$ cat src/rtl/pir_pkg.sv
package pir_pkg;
  localparam int WORD_W = 16;
  localparam int TYPE_W = 5;

  typedef logic [WORD_W-1:0] word_t;

  typedef struct packed {
    logic              hit;
    logic [TYPE_W-1:0] code;
  } pick_t;

  function automatic word_t pack_word(input pick_t p);
    word_t w;
    w = '0;
    if (p.hit) begin
      w[WORD_W-1]   = 1'b1;
      w[TYPE_W-1:0] = p.code;
    end
    return w;
  endfunction
endpackage

$ cat src/rtl/pir_rst_sync.sv
module pir_rst_sync (
  input  logic clk,
  input  logic rst_n,
  output logic rst_sn
);
  logic meta_q;
  logic sync_q;

  always_ff @(posedge clk or negedge rst_n) begin
    if (!rst_n) begin
      meta_q <= 1'b0;
      sync_q <= 1'b0;
    end else begin
      meta_q <= 1'b1;
      sync_q <= meta_q;
    end
  end

  assign rst_sn = sync_q;
endmodule

$ cat src/rtl/pir_pend_stage.sv
module pir_pend_stage #(
  parameter int               N    = 5,
  parameter logic [N-1:0]     RSVD = 5'b00010
) (
  input  logic         clk,
  input  logic         rst_sn,
  input  logic [N-1:0] req,
  output logic [N-1:0] pend
);
  logic [N-1:0] pend_d;
  logic [N-1:0] pend_q;
  logic         pend_en;

  always_comb begin
    pend_d  = req & ~RSVD;
    pend_en = 1'b1;
  end

  always_ff @(posedge clk or negedge rst_sn) begin
    if (!rst_sn) begin
      pend_q <= '0;
    end else if (pend_en) begin
      pend_q <= pend_d;
    end
  end

  assign pend = pend_q;
endmodule

$ cat src/rtl/pir_isr_bank.sv
module pir_isr_bank #(
  parameter int N      = 5,
  parameter int PRIO_W = 3,
  parameter int IDX_W  = 3
) (
  input  logic                clk,
  input  logic                rst_sn,
  input  logic [N*PRIO_W-1:0] prio_flat,
  input  logic                ack_vld,
  input  logic [IDX_W-1:0]    ack_idx,
  input  logic                eoi_wr,
  input  logic [IDX_W-1:0]    eoi_idx,
  output logic [N-1:0]        isr,
  output logic [PRIO_W:0]     thr
);
  logic [N-1:0] isr_q;
  logic [N-1:0] isr_d;
  logic [N-1:0] isr_en;
  logic [N-1:0] set_v;
  logic [N-1:0] clr_v;

  for (genvar g = 0; g < N; g++) begin : g_bit
    assign set_v[g]  = ack_vld && (ack_idx == IDX_W'(g));
    assign clr_v[g]  = eoi_wr  && (eoi_idx == IDX_W'(g));
    assign isr_en[g] = set_v[g] | clr_v[g];
    assign isr_d[g]  = set_v[g] | (isr_q[g] & ~clr_v[g]);
  end

  always_ff @(posedge clk or negedge rst_sn) begin
    if (!rst_sn) begin
      isr_q <= '0;
    end else begin
      for (int i = 0; i < N; i++) begin
        if (isr_en[i]) isr_q[i] <= isr_d[i];
      end
    end
  end

  // smallest priority value among in-service slots; 2**PRIO_W when none
  always_comb begin
    thr = {1'b1, {PRIO_W{1'b0}}};
    for (int i = 0; i < N; i++) begin
      if (isr_q[i] && ({1'b0, prio_flat[i*PRIO_W +: PRIO_W]} < thr)) begin
        thr = {1'b0, prio_flat[i*PRIO_W +: PRIO_W]};
      end
    end
  end

  assign isr = isr_q;
endmodule

$ cat src/rtl/pir_resolver.sv
module pir_resolver #(
  parameter int N      = 5,
  parameter int PRIO_W = 3,
  parameter int IDX_W  = 3
) (
  input  logic [N-1:0]        pend,
  input  logic [N-1:0]        mask,
  input  logic [N*PRIO_W-1:0] prio_flat,
  input  logic [PRIO_W:0]     thr,
  output logic                hit,
  output logic [IDX_W-1:0]    win_idx
);
  logic [PRIO_W-1:0] prio_a [N];
  logic [N-1:0]      elig;
  logic [PRIO_W-1:0] best;

  for (genvar g = 0; g < N; g++) begin : g_src
    assign prio_a[g] = prio_flat[g*PRIO_W +: PRIO_W];
    assign elig[g]   = pend[g] & ~mask[g] & ({1'b0, prio_a[g]} < thr);
  end

  // strict compare keeps the lower index on equal priority
  always_comb begin
    hit     = 1'b0;
    best    = '1;
    win_idx = '0;
    for (int i = 0; i < N; i++) begin
      if (elig[i] && (!hit || (prio_a[i] < best))) begin
        hit     = 1'b1;
        best    = prio_a[i];
        win_idx = IDX_W'(i);
      end
    end
  end
endmodule

$ cat src/rtl/pir_poll_unit.sv
module pir_poll_unit
  import pir_pkg::*;
#(
  parameter int                    NUM_SRC   = 5,
  parameter int                    PRIO_W    = 3,
  parameter logic [TYPE_W-1:0]     TYPE_BASE = 5'd8,
  parameter logic [NUM_SRC-1:0]    RSVD_MAP  = 5'b00010
) (
  input  logic                        clk,
  input  logic                        rst_n,
  input  logic [NUM_SRC-1:0]          irq_req,
  input  logic [NUM_SRC-1:0]          irq_mask,
  input  logic [NUM_SRC*PRIO_W-1:0]   irq_prio,
  input  logic                        rd_en,
  input  logic                        rd_sel,
  output logic [WORD_W-1:0]           rd_data,
  input  logic                        eoi_wr,
  input  logic [$clog2(NUM_SRC)-1:0]  eoi_idx,
  output logic [NUM_SRC-1:0]          in_service
);
  localparam int IDX_W = $clog2(NUM_SRC);

  logic              rst_sn;
  logic [NUM_SRC-1:0] pend;
  logic [PRIO_W:0]   thr;
  logic              hit;
  logic [IDX_W-1:0]  win_idx;
  pick_t             pick;
  word_t             word_now;
  word_t             rd_q;
  logic              ack_vld;

  pir_rst_sync u_rst (
    .clk    (clk),
    .rst_n  (rst_n),
    .rst_sn (rst_sn)
  );

  pir_pend_stage #(.N(NUM_SRC), .RSVD(RSVD_MAP)) u_pend (
    .clk    (clk),
    .rst_sn (rst_sn),
    .req    (irq_req),
    .pend   (pend)
  );

  pir_resolver #(.N(NUM_SRC), .PRIO_W(PRIO_W), .IDX_W(IDX_W)) u_res (
    .pend      (pend),
    .mask      (irq_mask),
    .prio_flat (irq_prio),
    .thr       (thr),
    .hit       (hit),
    .win_idx   (win_idx)
  );

  pir_isr_bank #(.N(NUM_SRC), .PRIO_W(PRIO_W), .IDX_W(IDX_W)) u_isr (
    .clk       (clk),
    .rst_sn    (rst_sn),
    .prio_flat (irq_prio),
    .ack_vld   (ack_vld),
    .ack_idx   (win_idx),
    .eoi_wr    (eoi_wr),
    .eoi_idx   (eoi_idx),
    .isr       (in_service),
    .thr       (thr)
  );

  always_comb begin
    pick.hit  = hit;
    pick.code = TYPE_BASE + TYPE_W'(win_idx);
    word_now  = pack_word(pick);
    ack_vld   = rd_en & rd_sel & hit;
  end

  always_ff @(posedge clk or negedge rst_sn) begin
    if (!rst_sn) begin
      rd_q <= '0;
    end else if (rd_en) begin
      rd_q <= word_now;
    end
  end

  assign rd_data = rd_q;
endmodule

$ cat config.mk
export PLATFORM = sky130hd
export DESIGN_NAME = pir_poll_unit
export DESIGN_NICKNAME = d
export VERILOG_FILES = /design/src/rtl/pir_pkg.sv /design/src/rtl/pir_rst_sync.sv /design/src/rtl/pir_pend_stage.sv /design/src/rtl/pir_isr_bank.sv /design/src/rtl/pir_resolver.sv /design/src/rtl/pir_poll_unit.sv
export SDC_FILE = /design/constraint.sdc
export NUM_CORES = 1
export LEC_CHECK = 0
export CORE_UTILIZATION = 49
export DETAILED_ROUTE_END_ITERATION = 8
export HOLD_SLACK_MARGIN = 0.15
export PLACE_DENSITY = 0.83
export SETUP_SLACK_MARGIN = 0.15
export SYNTH_ARGS = -nofsm -noshare
export SYNTH_HDL_FRONTEND = slang
export SYNTH_SLANG_ARGS = --single-unit
export TNS_END_PERCENT = 30
$ cat constraint.sdc
create_clock -name clk -period 0.8 [get_ports clk]
set_input_delay 0.08 -clock clk [delete_from_list [all_inputs] [get_ports clk]]
set_output_delay 0.08 -clock clk [all_outputs]
set_load 0.005 [all_outputs]
==> metrics.md, run 1 <==
| Metric | Value |
|---|---|
| Yosys Warn Count | `0` |
| Mapped cell area | `1937 um^2` |
| Post-GRT worst EP | `rd_data[1]$_DFFE_PN0P_/D` |
| Die Span Y | `64.87 um` |
| Placed cell areas | `3092 um^2` |
| I/O Pins | `54` |
| Die W | `64.87 um` |
| Post-synthesis register bit count | `15` |
| Root Driver | `clkbuf_8` |
| GRT Overall Usage | `0.9480` |
| Distinct cells, synth | `68` |
| Register area share after synthesis | `0.1938` |
| Failing step | `5_1_grt` |
| Port bufs | `40` |
| Initial Util | `0.5212` |
| Worst EP kind | `sequential cell input` |
| Detailed Place HPWL | `5.396 mm` |
| RePlAce Congestion | `0.9159` |
| Yosys top cell area share | `0.1938` |
| Most instantiated cells after synthesis | `17 x ha_1, 17 x inv_1, 17 x nor2_1` |
| Clock buffer count from CTS | `3` |
| Htree depth | `1` |
| Mapped Cells | `236` |
| Congestion Overflow GR | `323` |
| Post-synth EDFFs | `0` |
| Mean area per synthesized cell | `8.207 um^2` |
| Num rows | `22` |
| Share of synthesized registers carrying an async set or reset | `1.000` |
| Dpl cells | `403` |
| Yosys top cell by area | `dfrtp_1` |
| # clock sinks | `15` |
| Top_reg_cell synth | `dfrtp_1` |
| Max Root-Sink Buffers | `2` |
| Top cells by area, synth | `dfrtp_1 19%, ha_1 11%, buf_4 4.7%, a21oi_1 3.9%, o21ai_0 3.9%` |
| First Err | `[ERROR GRT-0232] Routing congestion too high. Check the congestion heatmap in the GUI.` |
| Status | `did not finish` |
| Largest net degree at the start of global routing | `14` |
==> cell families after synthesis <==
group	Yosys count	synth area share
AOI/OAI and AO/OA	94	0.3631
adders and majority gates	18	0.1150
buffers and inverters	32	0.08979
DFF	15	0.1938
muxes	3	0.01809
other	2	0.003877
and+or+nand+nor	72	0.2164
==> per-layer routing <==
layer	GRT usage	overflow
met1	0.8639	1
met2	1.288	250
met3	0.6479	0
met4	1.081	72
met5	0.1111	0
==> metrics by stage <==
| stage | setup WS, ns | hold WS, ns | util |
|---|---|---|---|
| 4_1_cts | -7.919 | -0.008012 | 0.9337 |
| 3_3_place_gp | -8.223 | 0.1618 | 0.8320 |
| 3_5_place_dp | -8.502 | 0.1648 | 0.8320 |
| 2_1_floorplan | -7.872 | -0.2156 | - |
==> timing repair <==
action                                  4_1_cts
endpoints found under the setup margin       19
endpoints found under the hold margin         2
pin swaps                                    25
setup buffers                                16
resized for setup                            59
==> run 2: changes to the inputs <==
- CORE_UTILIZATION: 49 -> 35
- HOLD_SLACK_MARGIN: 0.15 -> default
- PLACE_DENSITY: 0.83 -> default
- PLACE_DENSITY_LB_ADDON: default -> 0.15
- SETUP_SLACK_MARGIN: 0.15 -> default
==> run 2 against run 1 <==
  * The flow now finishes, with violations (setup timing)
  * Synthesized area unchanged
  * Synthesized cell count unchanged
==> metrics.md, run 2 <==
| Metric | Value |
|---|---|
| Max Root-Sink Buffers | `2 (unchanged)` |
| Multiplexer share of the synthesized area | `0.01809 (unchanged)` |
| Sequential power share | `0.097` |
| Mapped cell area | `1937 um^2 (unchanged)` |
| Crit path max fanout | `5` |
| Most Frequent Cell on Critical Path | `ha_4` |
| Distinct cells, synth | `68 (unchanged)` |
| Post-route ant nets | `0` |
| Mapped Cells | `236 (unchanged)` |
| Root Driver | `clkbuf_8` |
| Fin nets | `442` |
| Total Die Area | `5835 um^2` |
| Worst min path class | `reg2async` |
| Power Total | `11710 uW` |
| Power share of the combinational group | `0.851` |
| Final period utilization | `11.03` |
| Mean area per synthesized cell | `8.207 um^2 (unchanged)` |
| Max Cap Viol | `0` |
| Compound-Gate Fraction of Synth Area | `0.3630 (unchanged)` |
| Share of layout cells above drive strength 1 | `0.5141` |
| Share of synthesized registers carrying an async set or reset | `1.000 (unchanged)` |
| Drt pass-1 iters | `4` |
| RePlAce Congestion | `0.8911 (-2.7%)` |
| Clk pwr share | `0.052` |
| Congestion Overflow GR | `0` |
| Post-synthesis xor/xnor area fraction | `0 (unchanged)` |
| Post-synth EDFFs | `0 (unchanged)` |
| Max stage delay on crit path | `0.43 ns` |
| Cell Pwr Density | `3170 nW/um^2` |
| # clock sinks | `15 (unchanged)` |
| Register area share after synthesis | `0.1938 (unchanged)` |
| Yosys top cell by area | `dfrtp_1` |
| CTS tree | `yes` |
| Yosys top cell area share | `0.1938 (unchanged)` |
| Fin. max-slew vios | `0` |
| First-pass GRT wire length | `10.68 mm` |
| CP delay by family, top | `compound AO/OA/AOI/OAI gates` |
| Switch Pwr | `4850 uW` |
| Max frequency | `0.1133 GHz` |
| Arr. time, crit path | `9.00 ns` |
| VDD IR max | `2179 uV` |
| Core Region | `5205 um^2` |
| Detailed Place HPWL | `4.880 mm (-9.6%)` |
| Final std cells w/o fill | `461` |
| Failing checks | `setup timing` |
| Crit. path cell count | `54` |
| Drc violations | `0` |
| Yosys Warn Count | `0 (unchanged)` |
| Sw frac | `0.4140` |
| Initial antenna violation count | `0` |
| Status | `finished, violations left` |
| Buf/Inv on CP | `7` |
| Die W | `76.39 um (+18%)` |
| Vias in the first global route | `2326` |
| Placed cell areas | `3134 um^2 (+1.4%)` |
| GRT Overall Usage | `0.2255` |
| Via count | `2380` |
| Most frequent cells in the layout | `108 x buf_4, 30 x clkdlybuf4s50_1, 15 x nand2_1` |
| Finish-stage setup viols | `18` |
| Hold WS | `0.1652 ns` |
| Num rows | `26 (+18%)` |
| WL final | `6.495 mm` |
| Worst Path Class, Setup | `reg2reg` |
| Largest net degree at the start of global routing | `14` |
| Filler cells | `421` |
| CP max stage cell | `dfrtp_2` |
| Post-route setup slack | `-8.027 ns` |
| Worst clock skew | `0.002697 ns` |
| Most instantiated cells after synthesis | `17 x ha_1, 17 x inv_1, 17 x nor2_1` |
| Final Hold Fails | `0` |
| R2R depth | `54` |
| Dpl cells | `427 (+6.0%)` |
| Flip-flop count of the largest register after layout | `5` |
| Most common cell after layout, fill and taps aside | `buf_4` |
| Top_reg_cell synth | `dfrtp_1` |
| Clock buffer count from CTS | `3 (unchanged)` |
| CP Capture Type | `flop` |
| Final Critical Period | `8.827 ns` |
| Largest family of logic cells by synthesized area | `compound AO/OA/AOI/OAI gates` |
| Port bufs | `40 (unchanged)` |
| Initial drt markers | `123` |
| Internal | `6864 uW` |
| CP Data Required Time | `0.98 ns` |
| Htree depth | `1 (unchanged)` |
| # diodes | `0` |
| Post-synthesis register bit count | `15 (unchanged)` |
| Die Span Y | `76.39 um (+18%)` |
| Leak | `0.001680 uW` |
| Post-Synth Adder-Cell Area | `0.1150 (unchanged)` |
| Initial Util | `0.3721 (-0.1491)` |
| Final Cell Area | `3696 um^2` |
| Routed length per instance | `14.09 um` |
| Seq. cell area | `376.6 um^2` |
| Clock-pin slew of the registers on the worst-case setup and hold paths | `0.06 ns` |
| I/O Pins | `54 (unchanged)` |
| Unrepaired setup endpoints after global routing | `true` |
| Top cells by area, synth | `dfrtp_1 19%, ha_1 11%, buf_4 4.7%, a21oi_1 3.9%, o21ai_0 3.9%` |
| Fin Setup TNS | `-62.32 ns` |
| Multi-input logic area | `1863 um^2` |
| Layout area overhead | `90.83%` |
| Simple-Gate Fraction of Synth Area | `0.2164 (unchanged)` |
| Worst-Skew Late Latency | `0.24 ns` |
| Startpoint Class | `flop` |
| Via density | `5.163` |
==> run 2: worst register-to-register path: cells and delay by family (launching register included) <==
kind / cells / cell delay, ns
buffers and inverters: 7 / 0.62
and+or+nand+nor: 15 / 1.47
DFF: 1 / 0.43
adders and majority gates: 8 / 2.00
AOI/OAI and AO/OA: 23 / 3.94
muxes: 1 / 0.31
==> run 2: power by group through the flow <==
stage | clock, uW | sequential (uW) | combinational [uW]
floorplan | 0 | 1140 | 4270
global route | 673 | 1160 | 10900
finish | 612 | 1130 | 9970
detailed placement | 0 | 1110 | 7660
global placement | 0 | 1110 | 7570
CTS | 630 | 1120 | 9050
==> run 2: worst paths after layout <==
path	from	to	slack, ns
min in group clk	irq_req[3]	u_pend.pend[3]	0.27
worst max register to register	u_isr.isr[0]	rd_data[0]	-8.03
worst max-delay path	u_isr.isr[0]	rd_data[0]	-8.03
max in group asynchronous	rst_n	u_rst.rst_sn	0.14
worst min register to register	u_rst.rst_sn	u_pend.pend[2]	0.17
worst min-delay path	u_rst.rst_sn	u_pend.pend[2]	0.17
==> run 2: per-layer routing <==
| layer | global-route usage | share of wire |
|---|---|---|
| met5 | 0 | 0 |
| met4 | 0.04038 | 0.0037 |
| met3 | 0.01078 | 0.019 |
| met2 | 0.4333 | 0.52 |
| met1 | 0.2766 | 0.45 |
==> run 2: repair_timing <==
action | CTS | global route
pin swaps | 22 | 9
resized for setup | 56 | 29
hold buffers | 1 | 0
setup endpoints to repair | 19 | 19
setup buffers | 21 | 8
hold endpoints to repair | 2 | 0
==> run 2: per-stage QoR <==
| step | util | setup slack (ns) |
|---|---|---|
| global route | 0.7101 | -8.424 |
| finish | 0.7101 | -8.027 |
| global placement | 0.6022 | -8.252 |
| detailed placement | 0.6022 | -8.393 |
| floorplan | - | -7.872 |
| CTS | 0.6820 | -7.842 |
==> run 2: logic make-up (layout without fill, tap and decap cells) <==
logic type,count (synthesis),after routing
AOI/OAI and AO/OA,94,94
adders and majority gates,18,18
buffers and inverters,32,177
DFF,15,15
muxes,3,3
other,2,12
and+or+nand+nor,72,72
==> run 2: final cells by class <==
class | instances | share of cell area
clock buffer | 4 | 0.01219
sequential | 15 | 0.1019
multi-input combinational | 199 | 0.5041
tap | 70 | 0.02370
inverter | 18 | 0.01963
timing repair buffer | 155 | 0.3385
Note: power is estimated with default switching activity, not from simulation.
==> run 3: changes to the inputs <==
- CORE_MARGIN: default -> 1
- CTS_BUF_LIST: default -> sky130_fd_sc_hd__clkbuf_4 sky130_fd_sc_hd__clkbuf_8
- clock period: 0.8 -> 7.51 ns (I/O delays scaled with it)
==> run 3 against run 2 <==
  * The run still ends with setup timing left
  * First-iteration DRC count is 33% lower
  * Die area stayed put
  * Total power is 90% lower
  * Utilization is 3.7 points lower
  * Sequential cell count stayed put
  * Worst setup slack better by 6.7 ns
  * Clock-buffer cell count stayed put
  * Critical endpoint is now u_isr.isr[2]
==> metrics.md, run 3 (synthesis gave the netlist of run 2 again) <==
| Metric | Value |
|---|---|
| Status | `finished, violations left` |
| Failing checks | `setup timing` |
| Htree depth | `1 (unchanged)` |
| Post-route setup slack | `-1.360 ns (+6.666 ns)` |
| CTS tree | `yes` |
| VDD IR max | `206.4 uV (-91%)` |
| Port bufs | `40 (unchanged)` |
| Worst Path Class, Setup | `in2reg` |
| Drt pass-1 iters | `4 (unchanged)` |
| WL final | `6.413 mm (-1.3%)` |
| Worst-Skew Late Latency | `0.25 ns (about the same)` |
| Startpoint Class | `input port` |
| Filler cells | `438 (+4.0%)` |
| Power Total | `1152 uW (-90%)` |
| Max Root-Sink Buffers | `2 (unchanged)` |
| Die Span Y | `76.39 um (unchanged)` |
| Max Cap Viol | `0 (unchanged)` |
| Fin nets | `418 (-5.4%)` |
| Num rows | `26 (unchanged)` |
| Initial Util | `0.3721 (unchanged)` |
| Routed length per instance | `14.68 um (+4.2%)` |
| Final Critical Period | `8.870 ns` |
| Leak | `0.001555 uW (-7.4%)` |
| # diodes | `0 (unchanged)` |
| Drc violations | `0 (unchanged)` |
| RePlAce Congestion | `0.9304 (+4.4%)` |
| I/O Pins | `54 (unchanged)` |
| Detailed Place HPWL | `4.856 mm (-0.49%)` |
| Max frequency | `0.1127 GHz` |
| R2R depth | `50 (-7.4%)` |
| CP Capture Type | `flop` |
| Max stage delay on crit path | `0.43 ns (about the same)` |
| Pre-CTS WS | `-2.322 ns (+6.071 ns)` |
| Finish-stage setup viols | `7 (-11)` |
| First-pass GRT wire length | `10.55 mm (-1.2%)` |
| Slew HR | `0.6576` |
| Core Region | `5205 um^2 (unchanged)` |
| Multi-input logic area | `1817 um^2 (-2.5%)` |
| Vias in the first global route | `2305 (-0.90%)` |
| # clock sinks | `15 (unchanged)` |
| Seq. cell area | `375.4 um^2 (-0.33%)` |
| Cell Pwr Density | `328.7 nW/um^2 (-90%)` |
| Most frequent cells in the layout | `89 x buf_4, 36 x clkdlybuf4s50_1, 15 x dfrtp_1` |
| Root Driver | `clkbuf_8` |
| Share of layout cells above drive strength 1 | `0.4578 (-0.05630)` |
| Hold WS | `0.2065 ns (+0.04129 ns)` |
| Initial antenna violation count | `0 (unchanged)` |
| Layout area overhead | `80.94%` |
| Most common cell after layout, fill and taps aside | `buf_4` |
| Initial drt markers | `83 (-33%)` |
| Arr. time, crit path | `9.01 ns (about the same)` |
| CP max stage cell | `clkdlybuf4s50_1` |
| Worst slew pin tran | `0.5070 ns` |
| Final Hold Fails | `0 (unchanged)` |
| Via density | `5.252 (+1.7%)` |
| Fin. max-slew vios | `0 (unchanged)` |
| Worst min path class | `reg2async` |
| Post-layout util | `0.6733 (-0.03678)` |
| Worst clock skew | `0.007817 ns (+0.005120 ns)` |
| Unrepaired setup endpoints after global routing | `true` |
| Total Die Area | `5835 um^2 (unchanged)` |
| Congestion Overflow GR | `0 (unchanged)` |
| Via count | `2295 (-3.6%)` |
| Largest net degree at the start of global routing | `14 (unchanged)` |
| Post-route ant nets | `0 (unchanged)` |
| Final period utilization | `1.181` |
| Crit path max fanout | `5 (unchanged)` |
| Clock buffer count from CTS | `3 (unchanged)` |
| CP Data Required Time | `7.65 ns (+6.67 ns)` |
| Clock-pin slew of the registers on the worst-case setup and hold paths | `0.06 ns (about the same)` |
| Flip-flop count of the largest register after layout | `5 (unchanged)` |
| GRT Overall Usage | `0.2200 (-0.005475)` |
| Die W | `76.39 um (unchanged)` |
==> run 3: timing repair <==
action | in CTS | in global routing
hold endpoints to repair | 0 | 0
buffers inserted | 15 | 8
pin swaps | 34 | 14
gates resized for setup | 35 | 21
endpoints found under the setup margin | 7 | 7
hold buffers | 0 | 0
==> run 3: layout make-up <==
type | count | share of cell area
sequential | 15 | 0.1071
tap | 70 | 0.02499
inverter | 18 | 0.02285
multi-input combinational | 199 | 0.5184
clock buffer | 4 | 0.01392
timing repair buffer | 131 | 0.3127
==> run 3: worst paths after layout <==
path | slack, ns | start | to
max reg2reg | -1.23 | u_isr.isr[0] | u_isr.isr[2]
max | -1.36 | irq_prio[0] | u_isr.isr[2]
min reg2reg | 0.21 | u_rst.rst_sn | rd_data[1]
min in group clk | 0.35 | u_rst.meta_q | u_rst.rst_sn
max in group asynchronous | 6.73 | rst_n | u_rst.rst_sn
min | 0.21 | u_rst.rst_sn | rd_data[1]
==> run 3: critical path: cells and delay by family <==
| family | cells | cell delay [ns] |
|---|---|---|
| AND/OR/NAND/NOR | 13 | 1.71 |
| adder cells (fa/ha/maj) | 7 | 1.63 |
| multiplexers | 2 | 0.62 |
| buffers and inverters | 4 | 0.71 |
| AO/OA/AOI/OAI | 21 | 3.56 |
==> run 3: through the flow <==
step	cell area (um^2)	instances	setup TNS [ns]
CTS	3334	430	-9.924
global route	3505	437	-12.04
floorplan	2132	246	-8.735
detailed placement	3032	411	-15.46
global placement	3032	411	-14.79
finish	3505	437	-9.162
==> run 3: report_power, final <==
part	internal (uW)	switching [uW]
clock network	41.2	26.9
logic	519	439
registers	101	25.0
==> run 3: per-layer routing <==
metal / GRT usage / vias to the layer above / wire (um)
met5: 0 / - / 0
met1: 0.2777 / 1092 / 2843
li1: - / 1132 / -
met3: 0.01078 / 9 / 172
met4: 0.05577 / 0 / 58
met2: 0.4054 / 62 / 3339
